File: config.mk
export PLATFORM = sky130hd
export DESIGN_NAME = i2c_cfg_target
export DESIGN_NICKNAME = d
export VERILOG_FILES = /design/src/rtl/i2c_reg_pkg.sv /design/src/rtl/i2c_line_sync.sv /design/src/rtl/i2c_link_ctrl.sv /design/src/rtl/i2c_reg_bank.sv /design/src/rtl/i2c_cfg_target.sv
export SDC_FILE = /design/constraint.sdc
export NUM_CORES = 2
export LEC_CHECK = 0
export BUFFER_PORTS_ARGS = -buffer_cell sky130_fd_sc_hd__buf_2
export CORE_UTILIZATION = 55
export DETAILED_ROUTE_END_ITERATION = 12
export PLACE_DENSITY = 0.73
export SETUP_SLACK_MARGIN = 0.2
export SYNTH_ARGS = -nofsm -noshare
export SYNTH_HDL_FRONTEND = slang
export SYNTH_SLANG_ARGS = --single-unit
File: constraint.sdc
create_clock -name clk -period 3.7 [get_ports clk]
set_clock_uncertainty 0.05 [all_clocks]
set_input_delay 0.74 -clock clk [delete_from_list [all_inputs] [get_ports clk]]
set_output_delay 0.74 -clock clk [all_outputs]
set_load 0.02 [all_outputs]
File: src/rtl/i2c_reg_pkg.sv
package i2c_reg_pkg;

  localparam int BYTE_W = 8;

  // Strobes from the bus controller to the register datapath, one cycle each.
  typedef struct packed {
    logic              loadPtr;
    logic              writeByte;
    logic              incPtr;
    logic [BYTE_W-1:0] data;
  } regStrobe_t;

  typedef enum logic [2:0] {
    ST_IDLE,
    ST_ADDR,
    ST_ADDR_ACK,
    ST_WR_BYTE,
    ST_WR_ACK,
    ST_RD_BYTE,
    ST_RD_ACK
  } linkState_t;

endpackage

File: src/rtl/i2c_line_sync.sv
module i2c_line_sync #(
  parameter int STAGES = 2,
  parameter int LINES  = 2
) (
  input  logic             clk,
  input  logic             rstN,
  input  logic [LINES-1:0] rawIn,
  output logic [LINES-1:0] syncOut,
  output logic [LINES-1:0] prevOut
);

  for (genvar g = 0; g < LINES; g++) begin : g_line
    logic [STAGES-1:0] chain;
    logic              prevQ;

    always_ff @(posedge clk or negedge rstN) begin
      if (!rstN) begin
        chain <= '1;
        prevQ <= 1'b1;
      end else begin
        if (STAGES > 1) begin
          chain <= {chain[STAGES-2:0], rawIn[g]};
        end else begin
          chain <= rawIn[g];
        end
        prevQ <= chain[STAGES-1];
      end
    end

    assign syncOut[g] = chain[STAGES-1];
    assign prevOut[g] = prevQ;
  end

endmodule

File: src/rtl/i2c_link_ctrl.sv
module i2c_link_ctrl
  import i2c_reg_pkg::*;
#(
  parameter logic [6:0] DEV_ADDR = 7'h5F,
  parameter logic [1:0] MODE_ON  = 2'b01
) (
  input  logic              clk,
  input  logic              rstN,
  input  logic [1:0]        modeSel,
  input  logic              sclS,
  input  logic              sdaS,
  input  logic              sclP,
  input  logic              sdaP,
  input  logic [BYTE_W-1:0] rdData,
  output logic              sdaOe,
  output regStrobe_t        strobe
);

  localparam logic [3:0] BIT_LAST = 4'd7;
  localparam logic [3:0] BIT_FULL = 4'd8;

  linkState_t        state;
  logic [3:0]        bitCnt;
  logic [BYTE_W-1:0] rxShift;
  logic [BYTE_W-1:0] txShift;
  logic              isRead;
  logic              needPtr;
  logic              masterAck;

  logic modeOk, sclRise, sclFall, startSeen, stopSeen;

  assign modeOk    = (modeSel == MODE_ON);
  assign sclRise   = sclS & ~sclP;
  assign sclFall   = ~sclS & sclP;
  assign startSeen = sclS & sclP & sdaP & ~sdaS;
  assign stopSeen  = sclS & sclP & ~sdaP & sdaS;

  always_ff @(posedge clk or negedge rstN) begin
    if (!rstN) begin
      state     <= ST_IDLE;
      bitCnt    <= '0;
      rxShift   <= '0;
      txShift   <= '0;
      isRead    <= 1'b0;
      needPtr   <= 1'b0;
      masterAck <= 1'b0;
      sdaOe     <= 1'b0;
      strobe    <= '0;
    end else begin
      strobe <= '0;
      if (!modeOk) begin
        state <= ST_IDLE;
        sdaOe <= 1'b0;
      end else if (startSeen) begin
        state  <= ST_ADDR;
        bitCnt <= '0;
        sdaOe  <= 1'b0;
      end else if (stopSeen) begin
        state <= ST_IDLE;
        sdaOe <= 1'b0;
      end else begin
        unique case (state)
          ST_IDLE: ;

          ST_ADDR: begin
            if (sclRise) begin
              rxShift <= {rxShift[BYTE_W-2:0], sdaS};
              bitCnt  <= bitCnt + 4'd1;
            end else if (sclFall && bitCnt == BIT_FULL) begin
              if (rxShift[BYTE_W-1:1] == DEV_ADDR) begin
                isRead <= rxShift[0];
                sdaOe  <= 1'b1;
                state  <= ST_ADDR_ACK;
              end else begin
                state <= ST_IDLE;
              end
            end
          end

          ST_ADDR_ACK: begin
            if (sclFall) begin
              bitCnt <= '0;
              if (isRead) begin
                txShift <= rdData;
                sdaOe   <= ~rdData[BYTE_W-1];
                state   <= ST_RD_BYTE;
              end else begin
                sdaOe   <= 1'b0;
                needPtr <= 1'b1;
                state   <= ST_WR_BYTE;
              end
            end
          end

          ST_WR_BYTE: begin
            if (sclRise) begin
              rxShift <= {rxShift[BYTE_W-2:0], sdaS};
              bitCnt  <= bitCnt + 4'd1;
            end else if (sclFall && bitCnt == BIT_FULL) begin
              strobe.loadPtr   <= needPtr;
              strobe.writeByte <= ~needPtr;
              strobe.data      <= rxShift;
              needPtr          <= 1'b0;
              sdaOe            <= 1'b1;
              state            <= ST_WR_ACK;
            end
          end

          ST_WR_ACK: begin
            if (sclFall) begin
              sdaOe  <= 1'b0;
              bitCnt <= '0;
              state  <= ST_WR_BYTE;
            end
          end

          ST_RD_BYTE: begin
            if (sclFall) begin
              if (bitCnt == BIT_LAST) begin
                sdaOe         <= 1'b0;
                strobe.incPtr <= 1'b1;
                state         <= ST_RD_ACK;
              end else begin
                bitCnt  <= bitCnt + 4'd1;
                txShift <= {txShift[BYTE_W-2:0], 1'b0};
                sdaOe   <= ~txShift[BYTE_W-2];
              end
            end
          end

          ST_RD_ACK: begin
            if (sclRise) begin
              masterAck <= ~sdaS;
            end else if (sclFall) begin
              if (masterAck) begin
                txShift <= rdData;
                sdaOe   <= ~rdData[BYTE_W-1];
                bitCnt  <= '0;
                state   <= ST_RD_BYTE;
              end else begin
                state <= ST_IDLE;
              end
            end
          end

          default: state <= ST_IDLE;
        endcase
      end
    end
  end

  AST_MODE_GATE: assert property (@(posedge clk) disable iff (!rstN)
    !modeOk |=> !sdaOe);

  AST_ADDR_MATCH: assert property (@(posedge clk) disable iff (!rstN)
    state == ST_ADDR_ACK |-> rxShift[BYTE_W-1:1] == DEV_ADDR);

  AST_NACK_RELEASE: assert property (@(posedge clk) disable iff (!rstN)
    state == ST_RD_ACK |-> !sdaOe);

  AST_SDA_HOLD: assert property (@(posedge clk) disable iff (!rstN)
    sclS && sclP && modeOk |-> $stable(sdaOe));

endmodule

File: src/rtl/i2c_reg_bank.sv
module i2c_reg_bank
  import i2c_reg_pkg::*;
#(
  parameter int REG_COUNT = 128,
  parameter int START_REG = 1,
  parameter int START_BIT = 0,
  localparam int ADDR_W   = $clog2(REG_COUNT)
) (
  input  logic              clk,
  input  logic              rstN,
  input  regStrobe_t        strobe,
  input  logic [ADDR_W-1:0] cfgAddr,
  output logic [BYTE_W-1:0] rdData,
  output logic [BYTE_W-1:0] cfgData,
  output logic              startOut
);

  localparam logic [BYTE_W-1:0] LAST_IDX    = BYTE_W'(REG_COUNT - 1);
  localparam logic [BYTE_W:0]   COUNT_EXT   = (BYTE_W + 1)'(REG_COUNT);
  localparam logic [BYTE_W-1:0] STICKY_MASK = BYTE_W'(1) << START_BIT;

  logic [REG_COUNT-1:0][BYTE_W-1:0] regs;
  logic [REG_COUNT-1:0][BYTE_W-1:0] regNext;
  logic [BYTE_W-1:0]                ptr;
  logic [BYTE_W-1:0]                ptrNext;
  logic                             inRange;

  assign inRange = {1'b0, ptr} < COUNT_EXT;
  assign ptrNext = (ptr == LAST_IDX) ? '0 : ptr + 1'b1;

  for (genvar i = 0; i < REG_COUNT; i++) begin : g_reg
    localparam logic [BYTE_W-1:0] IDX = BYTE_W'(i);
    logic hit;
    assign hit = strobe.writeByte && (ptr == IDX);
    if (i == START_REG) begin : g_sticky
      assign regNext[i] = hit ? (strobe.data | (regs[i] & STICKY_MASK)) : regs[i];
    end else begin : g_plain
      assign regNext[i] = hit ? strobe.data : regs[i];
    end
  end

  always_ff @(posedge clk or negedge rstN) begin
    if (!rstN) begin
      regs <= '0;
      ptr  <= '0;
    end else begin
      regs <= regNext;
      if (strobe.loadPtr) begin
        ptr <= strobe.data;
      end else if (strobe.writeByte || strobe.incPtr) begin
        ptr <= ptrNext;
      end
    end
  end

  assign rdData   = inRange ? regs[ptr[ADDR_W-1:0]] : '0;
  assign cfgData  = regs[cfgAddr];
  assign startOut = regs[START_REG][START_BIT];

  AST_ONE_STROBE: assert property (@(posedge clk) disable iff (!rstN)
    $countones({strobe.loadPtr, strobe.writeByte, strobe.incPtr}) <= 1);

  AST_PTR_WRAP: assert property (@(posedge clk) disable iff (!rstN)
    (strobe.writeByte || strobe.incPtr) && ptr == LAST_IDX |=> ptr == '0);

  AST_START_STICKY: assert property (@(posedge clk) disable iff (!rstN)
    startOut |=> startOut);

  AST_START_SET: assert property (@(posedge clk) disable iff (!rstN)
    strobe.writeByte && ptr == BYTE_W'(START_REG) && strobe.data[START_BIT] |=> startOut);

endmodule

File: src/rtl/i2c_cfg_target.sv
module i2c_cfg_target
  import i2c_reg_pkg::*;
#(
  parameter int         REG_COUNT   = 128,
  parameter int         SYNC_STAGES = 2,
  parameter logic [6:0] DEV_ADDR    = 7'h5F,
  parameter logic [1:0] MODE_ON     = 2'b01,
  localparam int        ADDR_W      = $clog2(REG_COUNT)
) (
  input  logic              clk,
  input  logic              rstN,
  input  logic [1:0]        modeSel,
  input  logic              sclIn,
  input  logic              sdaIn,
  output logic              sdaOe,
  input  logic [ADDR_W-1:0] cfgAddr,
  output logic [BYTE_W-1:0] cfgData,
  output logic              startOut
);

  logic [1:0]        lineSync;
  logic [1:0]        linePrev;
  logic [BYTE_W-1:0] rdData;
  regStrobe_t        strobe;

  i2c_line_sync #(
    .STAGES(SYNC_STAGES),
    .LINES (2)
  ) u_sync (
    .clk    (clk),
    .rstN   (rstN),
    .rawIn  ({sclIn, sdaIn}),
    .syncOut(lineSync),
    .prevOut(linePrev)
  );

  i2c_link_ctrl #(
    .DEV_ADDR(DEV_ADDR),
    .MODE_ON (MODE_ON)
  ) u_ctrl (
    .clk    (clk),
    .rstN   (rstN),
    .modeSel(modeSel),
    .sclS   (lineSync[1]),
    .sdaS   (lineSync[0]),
    .sclP   (linePrev[1]),
    .sdaP   (linePrev[0]),
    .rdData (rdData),
    .sdaOe  (sdaOe),
    .strobe (strobe)
  );

  i2c_reg_bank #(
    .REG_COUNT(REG_COUNT),
    .START_REG(1),
    .START_BIT(0)
  ) u_bank (
    .clk     (clk),
    .rstN    (rstN),
    .strobe  (strobe),
    .cfgAddr (cfgAddr),
    .rdData  (rdData),
    .cfgData (cfgData),
    .startOut(startOut)
  );

endmodule

# Word-level counts from Yosys, hierarchy flattened
# Index checks and enable logic that the tools add are counted.
totals:
  regBits: 1075
  elab_cells: 560
  in_bits: 13
  output_inout_bits: 10
classes:
  n_lt_le_gt_ge: 3
  n_mux: 77
  addsub: 2
  n_bitwise: 18
  eq_ne: 169
  reduce_logical: 146
op_table:
  columns: ["operator", "n"]
  rows:
  - ["$eq A8 B7 Y1 const B", 64]
  - ["$eq A8 B6 Y1 const B", 32]
  - ["$logic_and A1 B1 Y1", 129]
  - ["$eq A8 B5 Y1 const B", 16]
  - ["$bmux W8 S7", 2]
  - ["$mux W8", 9]
  - ["$eq A8 B4 Y1 const B", 8]
  - ["$ne A5 B5 Y1 const B", 11]
  - ["$mux W7", 7]
  - ["$mux W3", 15]
  - ["$mux W4", 9]
  - ["$mux W11", 3]
  - ["$eq A8 B3 Y1 const B", 4]
  - ["$mux W1", 23]
  - ["$reduce_and A11 Y1", 2]
  - ["$pmux W3 S7", 1]
  - ["$pmux W7 S3", 1]
  - ["$eq A8 B2 Y1 const B", 2]
  - ["$lt A7 B8 Y1 const B", 2]
  - ["$pmux W4 S4", 1]
  - ["$ne A3 B1 Y1 const B", 5]
  - ["$ne A2 B1 Y1 const B", 7]
  - ["$reduce_and A12 Y1", 1]
  - ["$not A1 Y1", 10]
  - ["other kinds (33)", 51]

# Longest topological paths before layout
depth:
  depth_word: 11
  ltp_mapped: 12
  mapped_depth_nobuf: 9

# Cells and area by module
# From an unflattened synthesis, not the netlist that was laid out.
hier_totals:
  hier_cells: 3706
  area_unflattened_um2: 57303.7
modules_own_cells:
  columns: ["module", "n_inst", "seq_area_each_um2", "cells_per_inst", "area_each_um2"]
  rows:
  - ["i2c_reg_bank", 1, 25824.8, 3500, 55107.9]
  - ["i2c_link_ctrl", 1, 925.9, 196, 2008.2]
  - ["i2c_line_sync", 1, 157.7, 10, 187.7]

# Least setup slack after synthesis
# Ideal clock, no wire load.
synth_path:
  kind: "input to output"
  start: "in cfgAddr[0]"
  end: "out cfgData[3]"
  required_ns: 2.910
  arrival_ns: 3.187
  path_stages: 6
  setup_slack_ns: -0.277
  path_buffers: 2
  cell_sequence: "clkbuf_1 -> buf_1 -> mux4_2 -> mux4_2 -> mux4_2 -> mux2_2"
synth_via:
  elab_chain_len: 2
synth_lines:
  columns: ["item", "line_no", "text"]
  rows:
  - ["start, declared", "i2c_cfg_target.sv:16", "input logic [ADDR_W-1:0] cfgAddr,"]
  - ["$bmux W8 S7", "i2c_reg_bank.sv:57", "assign cfgData = regs[cfgAddr];"]
  - ["$mux W8 (implied by the code)", "i2c_reg_bank.sv:57", null]
  - ["end, declared", "i2c_cfg_target.sv:17", "output logic [BYTE_W-1:0] cfgData,"]
# No other way between the ends. The select of a mux whose other input is x is not followed.

# Worst setup path after layout
layout_path:
  start: "in cfgAddr[0]"
  end: "out cfgData[7]"
# The elaborated chain is that of the path after synthesis.

==> results.md <==
* PortBufs at 22
* Die height at 324 um
* Min Tclk post-route at 4.18 ns
* Seq/Total Area, Yosys at 47.0%
* DR WL/cell at 33.6 um
* Arr. time, crit path at 3.39 ns
* Synth-to-Final Area Change at 14.5%
* Crit. End Element: output pin
* Clock sinks at 1,075
* Ports at 23
* Routed WL at 181,000 um
* Hold path cells at 1
* Post-place setup slack at -0.548 ns
* Most numerous cell in the Yosys netlist: dfrtp_1
* Routability cong. at 1.01
* Post-Syn Area at 57,200 um^2
* CTS tree: done
* Filler Cells Inserted at 7,368
* Synth area leaders: dfrtp_1 47%, mux4_2 21%, mux2_2 21%, mux2i_1 3.1%, clkbuf_1 1.4%
* CP Max Fanout at 9
* Leading area contributor after synthesis: dfrtp_1
* Commonest cells in the netlist: 1,069 x dfrtp_1, 1,046 x mux2_2, 535 x mux4_2
* Avg Cell Area, Syn at between 15 and 20 um^2
* Share of layout cells above drive strength 1 at 54.3%
* Root Buffer Master: clkbuf_16
* Global-route wire length before repair at 268,000 um
* Peak supply drop at 373 uV
* DR vias at 38,200
* Htree depth at 3
* Total number of yosys warnings at 0
* WS Path Type: input port to output pin
* Die W at 324 um
* Int Pwr at 0.0191 W
* Syn_nets at 3,771
* Setup-failing EPs final at 8
* Clock Power Share at between 40% and 50%
* Initial antenna violation count at 7
* Sw frac at roughly 22%
* Fin. Hold Viols at 0
* Worst Setup Start Kind: input port
* Tcrit/Tclk final at 113%
* Syn Inst Count at around 3,800
* Required time of the critical path at 2.91 ns
* Final #Nets at 3,947
* Status: finished with violations
* Psw at ~0.0055 W
* Register share of total power at approximately 48%
* Met3 WL at 19,900 um
* Final WS setup at -0.480 ns
* Pin count of the biggest net entering global routing at 161
* Total power draw at 0.0246 W
* Synth cell types at 57
* Logic pwr share at 4.4%
* DRC viols at 0
* Final Max Slew Viols at 0
* GR Util All Layers at 34.7%
* Post-synth ARST share at between 90% and 100%
* Top Metal Used: met5
* Min Hold Slack at approximately 0.099 ns
* Drt pass-1 iters at 6
* R2R cell count at 10
* Leak at 29.3 nW
* Synth top area share at 46.8%
* Clk slew on worst S/H paths at approximately 0.060 ns
* GR Overflow Total at 0
* Number of global-route vias before repair at 38,200
* Met1 Wirelength at between 60,000 and 70,000 um
* Yosys reg bits at roughly 1,100
* Antenna viol nets, final at 0
* Post-synth EDFFs at 0
* Clk buf depth at 3
* Top_reg_cell synth: dfrtp_1
* Met2 routed WL at approximately 82,000 um
* Core Region at 102,000 um^2
* Slew HR at 25.7%
* Unrepaired setup endpoints after global routing: true
* CTS Buf Count at 112
* Pwr dens at 376 nW/um^2
* Detail Placement HPWL at around 130,000 um
* Hold Path Class: input port to flip-flop
* Via density at between 7 and 8
* Die area at ~110,000 um^2
* Max Freq at 239 MHz
* Max Cap Viol at 0
* Starting Density at between 50% and 60%
* Initial DRC count at 4,564
* Failing checks: setup timing
* Clk_lat worst skew at ~0.73 ns
* Worst Tran Pin Value at 1.11 ns
* FP Rows at between 100 and 150
## repair_timing
action / 4_1_cts / 5_1_grt
gates resized for setup: 33 / 9
gates cloned: 8 / 3
buffers inserted: 7 / 7
hold buffers: 1 / 0
setup endpoints to repair: 8 / 26
pin swaps: 0 / 1
endpoints found under the hold margin: 19 / 0
## logic make-up (layout without fill, tap and decap cells)
| kind of cell | after synthesis | count (layout) | synth area share [%] |
|---|---|---|---|
| multiplexers | 1757 | 1757 | 44.7 |
| flip-flops | 1075 | 1075 | 47.0 |
| AND/OR/NAND/NOR | 358 | 358 | 2.93 |
| buffers and inverters | 335 | 602 | 2.44 |
| AO/OA/AOI/OAI | 216 | 216 | 2.64 |
| adder cells (fa/ha/maj) | 6 | 6 | 0.131 |
| XOR/XNOR | 5 | 5 | 0.0766 |
| other | 0 | 2 | 0 |
## per-layer routing
layer / track usage (%) / vias up
li1: - / 15000
met3: 10.2 / 548
met1: 47.2 / 20400
met5: 0 / -
met2: 51.7 / 2256
met4: 16.2 / 14
## registers in the layout, indices dropped and copies added, names as in the netlist
name / flops
u_ctrl.txShift: 7
u_bank.startOut: 1
u_ctrl.bitCnt: 4
u_ctrl.masterAck: 1
u_ctrl.sdaOe: 1
u_ctrl.rxShift: 8
u_sync.g_line.prevQ: 2
u_ctrl.isRead: 1
u_bank.ptr: 8
u_ctrl.strobe: 11
u_ctrl.state: 3
u_ctrl.needPtr: 1
u_sync.g_line.chain: 4
u_bank.regs: 1023
## worst max-delay path, stage by stage
cell and delay (ns):
buf_16 0.14, buf_16 0.19, buf_4 0.19, mux4_2 0.51
mux4_2 0.61, mux4_2 0.49, mux2_4 0.31, buf_6 0.14
## power groups by stage
| stage | clock network [W] | registers [W] | logic, W |
|---|---|---|---|
| after global routing | 0.0123 | 0.0118 | 0.00116 |
| after detailed placement | 0 | 0.0120 | 0.000990 |
| after CTS | 0.0119 | 0.0118 | 0.00106 |
| final | 0.0118 | 0.0118 | 0.00107 |
| after floorplan | 0 | 0.0120 | 0.000519 |
| after global placement | 0 | 0.0120 | 0.000976 |
## stage by stage
| stage | instance area, um^2 | utilization, % | std cells | TNS (ns) |
|---|---|---|---|---|
| after floorplan | 57600 | - | 3752 | 0 |
| after global placement | 61000 | 59.5 | 5156 | -3.85 |
| after detailed placement | 61000 | 59.5 | 5156 | -4.10 |
| after CTS | 65300 | 63.7 | 5377 | -3.48 |
| after global routing | 65500 | 63.9 | 5387 | -3.87 |
| final | 65500 | 63.9 | 5389 | -3.72 |
## worst paths after layout
path / start / endpoint / slack [ns]
min in group asynchronous: rstN / u_bank.regs[325] / 0.52
max in group asynchronous: rstN / u_ctrl.strobe[2] / 1.83
max reg2reg: u_bank.ptr[1] / u_ctrl.txShift[3] / 0.23
min reg2reg: u_sync.g_line[0].chain[0] / u_sync.g_line[0].chain[1] / 0.31
min: sdaIn / u_sync.g_line[0].chain[0] / 0.1
max: cfgAddr[0] / cfgData[7] / -0.48
## layout make-up
cell class                      count  area, um^2  area share, %
Antenna cell                        2        5.00        0.00764
Clock buffer                      158        3240           4.94
Clock inverter                     47         579          0.885
Inverter                           10        37.5         0.0573
Multi-Input combinational cell   2342       29000           44.2
Sequential cell                  1075       27000           41.2
Tap cell                         1368        1710           2.61
Timing Repair Buffer              387        4000           6.11
## cell usage in the layout, fill, tap and decap left out, types with 41 or more instances in the layout
cell       instances
a22oi_1           66
mux4_2           535
a21oi_1           41
nand3_1           78
buf_4            291
clkbuf_16        116
nand2_1           74
buf_12            53
mux2_2          1038
nor2_1           103
dfrtp_1         1057
mux2i_1          176
Power figures use the tool's default switching activity.
